$ cat src/rtl/pfx_pkg.sv
package pfx_pkg;
  localparam logic [7:0] PFX_INDEX = 8'h70;
  localparam logic [7:0] PFX_DATA  = 8'h72;
  localparam logic [7:0] PFX_READ  = 8'h73;

  typedef enum logic {OP_WRITE = 1'b0, OP_READ = 1'b1} op_t;

  typedef enum logic [2:0] {
    S_IDLE, S_LOW, S_HIGH, S_GAP, S_DONE
  } seq_state_t;
endpackage

$ cat src/rtl/pfx_tick.sv
module pfx_tick #(
  parameter int HALF_DIV = 2
) (
  input  logic clk,
  input  logic rst,
  input  logic run,
  output logic tick
);
  localparam int CW = (HALF_DIV > 1) ? $clog2(HALF_DIV) : 1;
  localparam logic [CW-1:0] LAST = CW'(HALF_DIV - 1);

  logic [CW-1:0] cnt;

  assign tick = run && (cnt == LAST);

  always_ff @(posedge clk) begin
    if (rst || !run || tick) cnt <= '0;
    else                     cnt <= cnt + 1'b1;
  end
endmodule

$ cat src/rtl/pfx_seq.sv
module pfx_seq
  import pfx_pkg::*;
#(
  parameter int PFX_W      = 8,
  parameter int ADDR_W     = 8,
  parameter int WDATA_W    = 8,
  parameter int RDATA_W    = 16,
  parameter int GAP_HALVES = 2
) (
  input  logic               clk,
  input  logic               rst,
  input  logic               tick,
  output logic               run,
  input  logic               start,
  input  logic               op,
  input  logic [ADDR_W-1:0]  addr,
  input  logic [WDATA_W-1:0] wdata,
  output logic               busy,
  output logic [RDATA_W-1:0] rd_data,
  output logic               rd_valid,
  output logic               cs_n,
  output logic               sclk,
  output logic               sdo,
  input  logic               sdi
);
  localparam int FRM_W  = PFX_W + RDATA_W;
  localparam int IDX_LEN = PFX_W + ADDR_W;
  localparam int DAT_LEN = PFX_W + WDATA_W;
  localparam int BW     = $clog2(FRM_W + 1);
  localparam int GW     = (GAP_HALVES > 1) ? $clog2(GAP_HALVES) : 1;
  localparam logic [BW-1:0] RD_LAST  = BW'(FRM_W - 1);
  localparam logic [BW-1:0] IDX_LAST = BW'(IDX_LEN - 1);
  localparam logic [BW-1:0] DAT_LAST = BW'(DAT_LEN - 1);
  localparam logic [BW-1:0] RX_FROM  = BW'(PFX_W);
  localparam logic [GW-1:0] GAP_LAST = GW'(GAP_HALVES - 1);

  seq_state_t         state;
  logic [FRM_W-1:0]   shreg;
  logic [BW-1:0]      bcnt;
  logic [BW-1:0]      blast;
  logic [GW-1:0]      gcnt;
  logic               is_rd;
  logic               wr_pend;
  logic [WDATA_W-1:0] hold;
  logic [RDATA_W-1:0] rx;

  assign run = (state == S_LOW) || (state == S_HIGH) || (state == S_GAP);
  assign sdo = shreg[FRM_W-1];

  always_ff @(posedge clk) begin
    if (rst) begin
      state    <= S_IDLE;
      shreg    <= '1;
      bcnt     <= '0;
      blast    <= '0;
      gcnt     <= '0;
      is_rd    <= 1'b0;
      wr_pend  <= 1'b0;
      hold     <= '0;
      rx       <= '0;
      busy     <= 1'b0;
      rd_data  <= '0;
      rd_valid <= 1'b0;
      cs_n     <= 1'b1;
      sclk     <= 1'b0;
    end else begin
      rd_valid <= 1'b0;
      unique case (state)
        S_IDLE: if (start) begin
          busy  <= 1'b1;
          cs_n  <= 1'b0;
          bcnt  <= '0;
          state <= S_LOW;
          hold  <= wdata;
          if (op == OP_READ) begin
            is_rd   <= 1'b1;
            wr_pend <= 1'b0;
            blast   <= RD_LAST;
            shreg   <= {PFX_READ, {RDATA_W{1'b1}}};
          end else begin
            is_rd   <= 1'b0;
            wr_pend <= 1'b1;
            blast   <= IDX_LAST;
            shreg   <= {PFX_INDEX, addr, {(FRM_W-IDX_LEN){1'b1}}};
          end
        end
        S_LOW: if (tick) begin
          sclk  <= 1'b1;
          state <= S_HIGH;
        end
        S_HIGH: if (tick) begin
          sclk <= 1'b0;
          if (is_rd && bcnt >= RX_FROM) rx <= {rx[RDATA_W-2:0], sdi};
          if (bcnt == blast) begin
            cs_n  <= 1'b1;
            shreg <= '1;
            gcnt  <= '0;
            state <= wr_pend ? S_GAP : S_DONE;
          end else begin
            shreg <= {shreg[FRM_W-2:0], 1'b1};
            bcnt  <= bcnt + 1'b1;
            state <= S_LOW;
          end
        end
        S_GAP: if (tick) begin
          if (gcnt == GAP_LAST) begin
            cs_n    <= 1'b0;
            bcnt    <= '0;
            blast   <= DAT_LAST;
            wr_pend <= 1'b0;
            shreg   <= {PFX_DATA, hold, {(FRM_W-DAT_LEN){1'b1}}};
            state   <= S_LOW;
          end else begin
            gcnt <= gcnt + 1'b1;
          end
        end
        S_DONE: begin
          busy  <= 1'b0;
          state <= S_IDLE;
          if (is_rd) begin
            rd_valid <= 1'b1;
            rd_data  <= rx;
          end
        end
        default: state <= S_IDLE;
      endcase
    end
  end

  // Serial out may only move while the clock is low
  assert_sdo_moves_low_R8: assert property (@(posedge clk) disable iff (rst)
    (sdo != $past(sdo)) |-> !sclk);

  // Clock is parked low whenever the panel is deselected
  assert_sclk_parked_R8: assert property (@(posedge clk) disable iff (rst)
    cs_n |-> !sclk);

  // Read reply phase keeps serial out high
  assert_rd_sdo_high_R5: assert property (@(posedge clk) disable iff (rst)
    (is_rd && !cs_n && bcnt >= RX_FROM) |-> sdo);

  // Read-valid follows a chip-select release by exactly one cycle
  assert_valid_after_cs_R7: assert property (@(posedge clk) disable iff (rst)
    rd_valid |-> ($past(cs_n) && !$past(cs_n, 2)));

  assert_valid_pulse_R7: assert property (@(posedge clk) disable iff (rst)
    rd_valid |=> !rd_valid);

  // Idle engine leaves the link parked
  assert_idle_parked_R9: assert property (@(posedge clk) disable iff (rst)
    !busy |-> (cs_n && sdo && !sclk));

  // A start while busy must not restart the frame counter
  assert_no_restart_R10: assert property (@(posedge clk) disable iff (rst)
    (busy && start && state == S_HIGH && !tick) |=> (bcnt == $past(bcnt)));
endmodule

$ cat src/rtl/pfx_reg_engine.sv
module pfx_reg_engine #(
  parameter int HALF_DIV   = 2,
  parameter int ADDR_W     = 8,
  parameter int WDATA_W    = 8,
  parameter int RDATA_W    = 16,
  parameter int GAP_HALVES = 2
) (
  input  logic               clk,
  input  logic               rst,
  input  logic               cmd_start,
  input  logic               cmd_op,
  input  logic [ADDR_W-1:0]  cmd_addr,
  input  logic [WDATA_W-1:0] cmd_wdata,
  output logic               cmd_busy,
  output logic [RDATA_W-1:0] rsp_data,
  output logic               rsp_valid,
  output logic               pnl_cs_n,
  output logic               pnl_sclk,
  output logic               pnl_sdo,
  input  logic               pnl_sdi
);
  logic run;
  logic tick;

  pfx_tick #(.HALF_DIV(HALF_DIV)) u_tick (
    .clk  (clk),
    .rst  (rst),
    .run  (run),
    .tick (tick)
  );

  pfx_seq #(
    .PFX_W      (8),
    .ADDR_W     (ADDR_W),
    .WDATA_W    (WDATA_W),
    .RDATA_W    (RDATA_W),
    .GAP_HALVES (GAP_HALVES)
  ) u_seq (
    .clk      (clk),
    .rst      (rst),
    .tick     (tick),
    .run      (run),
    .start    (cmd_start),
    .op       (cmd_op),
    .addr     (cmd_addr),
    .wdata    (cmd_wdata),
    .busy     (cmd_busy),
    .rd_data  (rsp_data),
    .rd_valid (rsp_valid),
    .cs_n     (pnl_cs_n),
    .sclk     (pnl_sclk),
    .sdo      (pnl_sdo),
    .sdi      (pnl_sdi)
  );
endmodule

$ cat config.mk
export PLATFORM = sky130hd
export DESIGN_NAME = pfx_reg_engine
export DESIGN_NICKNAME = d
export VERILOG_FILES = /design/src/rtl/pfx_pkg.sv /design/src/rtl/pfx_tick.sv /design/src/rtl/pfx_seq.sv /design/src/rtl/pfx_reg_engine.sv
export SDC_FILE = /design/constraint.sdc
export NUM_CORES = 1
export LEC_CHECK = 0
export BUFFER_PORTS_ARGS = -buffer_cell sky130_fd_sc_hd__buf_2
export CORE_MARGIN = 4
export CORE_UTILIZATION = 45
export DETAILED_ROUTE_END_ITERATION = 6
export MAX_ROUTING_LAYER = met4
export PLACE_DENSITY = 0.75
export SLEW_MARGIN = 20
export SYNTH_ARGS = -nofsm -noshare
export SYNTH_HDL_FRONTEND = slang
export SYNTH_SLANG_ARGS = --single-unit
export TNS_END_PERCENT = 1
$ cat constraint.sdc
create_clock -name clk -period 2.1 [get_ports clk]
set_clock_uncertainty 0.05 [all_clocks]
set_input_delay 0.105 -clock clk [delete_from_list [all_inputs] [get_ports clk]]
set_output_delay 0.105 -clock clk [all_outputs]
set_load 0.005 [all_outputs]
==> results of run 1 <==
[per-stage QoR]
step / setup WS [ps] / instances
2_1_floorplan: 206 / 355
3_3_place_gp: 248 / 471
3_5_place_dp: 177 / 471
4_1_cts: 155 / 495
5_1_grt: 8.03 / 495
6_report: 154 / 495
[cells by family after synthesis]
logic type,synth area share
flip-flops,0.483
AO/OA/AOI/OAI,0.179
XOR/XNOR,0.00563
multiplexers,0.0772
AND/OR/NAND/NOR,0.210
adder cells (fa/ha/maj),0.00402
buffers and inverters,0.0418
[state kept, by name (all words and copies together), names as in the netlist]
| signal | count |
|---|---|
| u_seq.busy | 1 |
| u_seq.bcnt | 5 |
| u_seq.shreg | 16 |
| u_seq.rd_data | 16 |
| u_seq.is_rd | 1 |
| u_seq.rd_valid | 1 |
| u_seq.sclk | 1 |
| u_seq.wr_pend | 1 |
| u_seq.state | 3 |
| u_seq.gcnt | 1 |
| u_tick.cnt | 1 |
| u_seq.blast | 3 |
| u_seq.hold | 8 |
| u_seq.rx | 16 |
| u_seq.cs_n | 1 |
[power by group through the flow]
stage / combinational (W) / clock, W / sequential (W)
2_1_floorplan: 0.000276 / 0 / 0.00155
3_3_place_gp: 0.000385 / 0 / 0.00157
3_5_place_dp: 0.000393 / 0 / 0.00157
4_1_cts: 0.000408 / 0.00125 / 0.00154
5_1_grt: 0.000458 / 0.00132 / 0.00155
6_report: 0.000409 / 0.00124 / 0.00154
[synthesized netlist by cell type, types with 2 or more instances]
master,count
a211oi_1,5
a21oi_1,37
a311oi_1,3
and3_1,2
buf_1,2
buf_2,8
clkbuf_1,17
dfxtp_1,75
inv_1,5
mux2i_1,24
nand2_1,71
nand2b_1,5
nand3_1,11
nand3b_1,2
nand4_1,2
nor2_1,23
nor2b_1,3
nor3_1,4
o21ai_0,10
o311ai_0,7
o31ai_1,4
o32ai_1,5
or3b_2,2
or4_1,3
xor2_1,2
[how the worst max path moves through the flow]
stage	from	endpoint	slack [ps]	depth (start not counted)
after global placement	u_seq.bcnt[1]$_SDFFE_PP0P_	u_seq.cs_n$_SDFFE_PP1P_	250	5
final	u_seq.bcnt[1]$_SDFFE_PP0P_	u_seq.cs_n$_SDFFE_PP1P_	150	5
after floorplan	u_seq.bcnt[1]$_SDFFE_PP0P_	u_seq.state[1]$_SDFFE_PP0P_	210	4
after detailed placement	u_seq.bcnt[1]$_SDFFE_PP0P_	u_seq.cs_n$_SDFFE_PP1P_	180	5
after CTS	u_seq.bcnt[1]$_SDFFE_PP0P_	u_seq.cs_n$_SDFFE_PP1P_	150	5
after global routing	u_seq.bcnt[2]$_SDFFE_PP0P_	u_seq.cs_n$_SDFFE_PP1P_	8	5
[routing by layer]
| metal | wire length [µm] | up-vias | part of all wire | global-route usage |
|---|---|---|---|---|
| met3 | 279 | 8 | 0.041 | 0.0323 |
| met1 | 3250 | 1226 | 0.47 | 0.223 |
| met4 | 102 | 0 | 0.015 | 0.0804 |
| li1 | - | 1362 | - | - |
| met2 | 3220 | 45 | 0.47 | 0.273 |
| met5 | 0 | - | 0 | - |
[cell type report]
class	instances	area share
tap	80	0.0264
inverter	5	0.00494
multi-input combinational	248	0.390
sequential	75	0.395
clock buffer	11	0.0399
clock inverter	4	0.0194
timing repair buffer	72	0.125
[tightest hold or removal path, stage by stage]
cell	delay (ps)
buf_2	70
o311ai_0	110
nand3_1	90
==> impl_metrics.tcl, run 1 <==
set metrics [dict create \
    holdBufCountCts 9 \
    cts_made_buffers 9 \
    multiInputGateArea_um2 1480 \
    report.power.total_w 0.00319 \
    grt_pass1_vias 2610 \
    dpl.hpwl_um 4600 \
    placementRows 30 \
    synth.top_cells.by_area "dfxtp_1 48%, nand2_1 8.6%, mux2i_1 7.7%" \
    final_util 0.562 \
    cts_root_buf "clkbuf_8" \
    cts_tree "yes" \
    drt_pass1_iterations 5 \
    hold_violations 0 \
    ys_warn_count 0 \
    regToRegStartpoint "u_seq.bcnt[1]$_SDFFE_PP0P_" \
    crit_slowest_cell "or4_4" \
    routed-via-count 2641 \
    final_common_cell "dfxtp_1" \
    post-cts-setup-buffers 0 \
    syn-num-nets 377 \
    nets 433 \
    die_w_um 91.2 \
    detail-route-antenna-nets 0 \
    path_class "reg2reg" \
    cap_violations 0 \
    critPathRequiredTime_ps 2280 \
    seq_area_um2 1500 \
    finalCritPeriodShare 0.926 \
    fillCellCount 612 \
    drt_iter0_drc 192 \
    synth_top_area_share 0.483 \
    r2r_cells 5 \
    clock_sinks 75 \
    synth_edf_count 0 \
    grt_overflow_total 0 \
    initial_core_util 0.461 \
    power_frac_comb 0.128 \
    wl_per_cell_um 13.8 \
    place.port_buffers 41 \
    netlist_area_um2 3110 \
    cts_resized 0 \
    ff2ff_setup_slack_ps 150 \
    cp_max_fo 12 \
    synth_top_cell_by_area "dfxtp_1" \
    holdPathStages 3 \
    clk_pin_slew_worst_paths_ps 80 \
    wirelength_um 6850 \
    p_int_w 0.00240 \
    hold_path.class "in2reg" \
    synth_cell_types 48 \
    synth_seq_cells 75 \
    p_leak_nw 1.46 \
    arrival_ps 2130 \
    ctsLongestPathBuffers 2 \
    whs_ps 19.2 \
    cts_htree_levels 3 \
    avgSynthCellArea_um2 8.77 \
    cellPowerDensity_nw_per_um2 839 \
    die_h_um 91.2 \
    vdd_drop_max_mv 0.373 \
    grt_antenna_before_repair 0 \
    slowest_delay_ps 560 \
    slew_violations 0 \
    min_period_ps 1950 \
    worstMarginPinSlew_ps 762 \
    startpoint_type "register" \
    most-common-layout-cells "75 x dfxtp_1, 71 x nand2_1, 41 x buf_2, 37 x a21oi_1, 24 x mux2i_1" \
    synth_flop_cell "dfxtp_1" \
    io_pins 42 \
    grt.total_usage 0.176 \
    rsz0062_at_grt "no" \
    switching_share 0.247 \
    grt_pass1_wl_um 11700 \
    dieArea_um2 8310 \
    drive_gt1_frac 0.212 \
    power_frac_clock 0.389 \
    syn_inst 355 \
    clock_latency_ps 340 \
    diodes 0 \
    coreArea_um2 6760 \
    whs_endpoint "u_seq.shreg[11]$_SDFFE_PP1P_" \
    synth-seq-area-share 0.483 \
    r2r-end "u_seq.cs_n$_SDFFE_PP1P_" \
    fin_area_um2 3800 \
    ys_async_sr_fraction 0 \
    max_freq_mhz 514 \
    crit_family "compound AO/OA/AOI/OAI gates" \
    vias_per_cell 5.34 \
    placed_area_um2 3480 \
    crit_chain "or4_4, a211oi_1, buf_4, o21ai_0, a21bo_2" \
    switchingPower_w 0.000788 \
    finalSetupViolations 0 \
    status "finished, final reports clean" \
    grt_max_degree 56 \
    cp-end-kind "register" \
    seq_power_share 0.483 \
    route.detailed.drc 0 \
    place_congestion 0.858 \
    max_slew_margin 0.490 \
    hp-start "cmd_addr[3]" \
    crit_buf_inv 1 \
    synthToLayoutAreaGrowth_pct 22.1 \
    tns_ps 0 \
]
No activity file was read; power rests on OpenSTA's default activity.
==> inputs of run 2 (changes only) <==
==> constraint.sdc (replaced) <==
create_clock -name clk -period 2.3 [get_ports clk]
set_clock_uncertainty 0.05 [all_clocks]
set_input_delay 0.23 -clock clk [delete_from_list [all_inputs] [get_ports clk]]
set_output_delay 0.23 -clock clk [all_outputs]
set_load 0.005 [all_outputs]
==> impl_metrics.tcl, run 2 (same netlist as run 1, synthesis figures left out) <==
set metrics [dict create \
    io_pins 42 \
    finalSetupViolations 0 \
    vias_per_cell 5.43 \
    vdd_drop_max_mv 0.434 \
    p_int_w 0.00211 \
    cp-end-kind "register" \
    grt_overflow_total 0 \
    tns_ps 0 \
    startpoint_type "register" \
    die_w_um 91.2 \
    p_leak_nw 1.36 \
    hold_violations 0 \
    grt_pass1_wl_um 11100 \
    placed_area_um2 3410 \
    diodes 0 \
    min_period_ps 2030 \
    hold_path.class "in2reg" \
    cts_resized 0 \
    coreArea_um2 6760 \
    wirelength_um 6500 \
    initial_core_util 0.461 \
    switching_share 0.257 \
    cellPowerDensity_nw_per_um2 785 \
    critPathRequiredTime_ps 2510 \
    cts_root_buf "clkbuf_8" \
    status "finished, final reports clean" \
    routed-via-count 2591 \
    worstMarginPinSlew_ps 807 \
    post-cts-setup-buffers 0 \
    grt.total_usage 0.168 \
    holdBufCountCts 0 \
    power_frac_comb 0.120 \
    nets 414 \
    slew_violations 0 \
    route.detailed.drc 0 \
    cts_tree "yes" \
    die_h_um 91.2 \
    final_common_cell "dfxtp_1" \
    seq_power_share 0.494 \
    grt_pass1_vias 2499 \
    power_frac_clock 0.386 \
    grt_antenna_before_repair 0 \
    finalCritPeriodShare 0.884 \
    fin_cells 477 \
    dpl.hpwl_um 4300 \
    rsz0062_at_grt "no" \
    switchingPower_w 0.000730 \
    max_freq_mhz 492 \
    ctsLongestPathBuffers 2 \
    synthToLayoutAreaGrowth_pct 16.5 \
    fin_area_um2 3620 \
    clk_pin_slew_worst_paths_ps 80 \
    cts_htree_levels 3 \
    dieArea_um2 8310 \
    placementRows 30 \
    place.port_buffers 41 \
    wl_per_cell_um 13.6 \
    clock_sinks 75 \
    dp.cells 461 \
    arrival_ps 2240 \
    cts_made_buffers 9 \
    detail-route-antenna-nets 0 \
    most-common-layout-cells "75 x dfxtp_1, 71 x nand2_1, 41 x buf_2, 37 x a21oi_1, 24 x mux2i_1" \
    clock_latency_ps 350 \
    reg_top3 "u_seq.rd_data (16), u_seq.rx (16), u_seq.shreg (16)" \
    cp_max_fo 10 \
    grt_max_degree 65 \
    cap_violations 0 \
    max_slew_margin 0.462 \
    path_class "reg2reg" \
    drt_iter0_drc 159 \
    drt_pass1_iterations 4 \
    drive_gt1_frac 0.196 \
    place_congestion 0.884 \
]
==> run 2: changes by cell type in the layout (fill, tap and decap cells not counted) <==
cell	delta
clkbuf_1	+1
clkinvlp_4	+2
clkinv_4	-1
inv_6	+1
clkbuf_8	-2
dlygate4sd3_1	-9
buf_4	-10
==> run 2: power groups by stage <==
stage | clock network, W | registers (W) | logic (W)
after floorplan | 0 | 0.00142 | 0.000252
after global placement | 0 | 0.00143 | 0.000334
after detailed placement | 0 | 0.00143 | 0.000340
after CTS | 0.00113 | 0.00140 | 0.000342
after global routing | 0.00118 | 0.00141 | 0.000382
final | 0.00110 | 0.00141 | 0.000340
==> run 2: through the flow <==
step / power [W] / hold WS (ps) / util / setup slack [ps]
2_1_floorplan: 0.00167 / 316 / - / 406
3_3_place_gp: 0.00177 / 390 / 0.504 / 353
3_5_place_dp: 0.00177 / 395 / 0.504 / 318
4_1_cts: 0.00287 / 41.3 / 0.536 / 293
5_1_grt: 0.00298 / 53.3 / 0.536 / 85.9
6_report: 0.00284 / 61.3 / 0.536 / 267
==> run 2: path summary, 6_finish.rpt <==
check | slack (ps) | cells past startpoint | start | to
max | 270 | 4 | u_tick.cnt$_SDFF_PP0_ | u_seq.bcnt[4]$_SDFFE_PP0P_
min | 60 | 3 | cmd_wdata[0] | u_seq.hold[0]$_SDFFE_PP0P_
max reg2reg | 270 | 4 | u_tick.cnt$_SDFF_PP0_ | u_seq.bcnt[4]$_SDFFE_PP0P_
min reg2reg | 400 | 2 | u_seq.rd_data[4]$_SDFFE_PP0P_ | u_seq.rd_data[4]$_SDFFE_PP0P_
==> run 2: layout make-up <==
class,instances,area [µm²]
repair buffers,53,308
clock buffers,10,128
multi-input cells,248,1480
fillers,640,3130
well taps,80,100
flip-flops and latches,75,1500
clock inverters,6,88.8
inverters,5,18.8
==> run 2: critical path, cell delays in order (launching register included) <==
cell,delay [ps]
dfxtp_1,520
mux2i_1,150
o32a_1,420
or4_1,530
a211oi_1,260
==> run 2: per-layer routing <==
layer,routed length [µm],track usage,share of wire,vias up
met5,0,-,0,-
met4,161,0.0867,0.025,0
met3,243,0.0398,0.037,11
met2,2950,0.256,0.45,51
met1,3140,0.207,0.48,1201
li1,-,-,-,1328
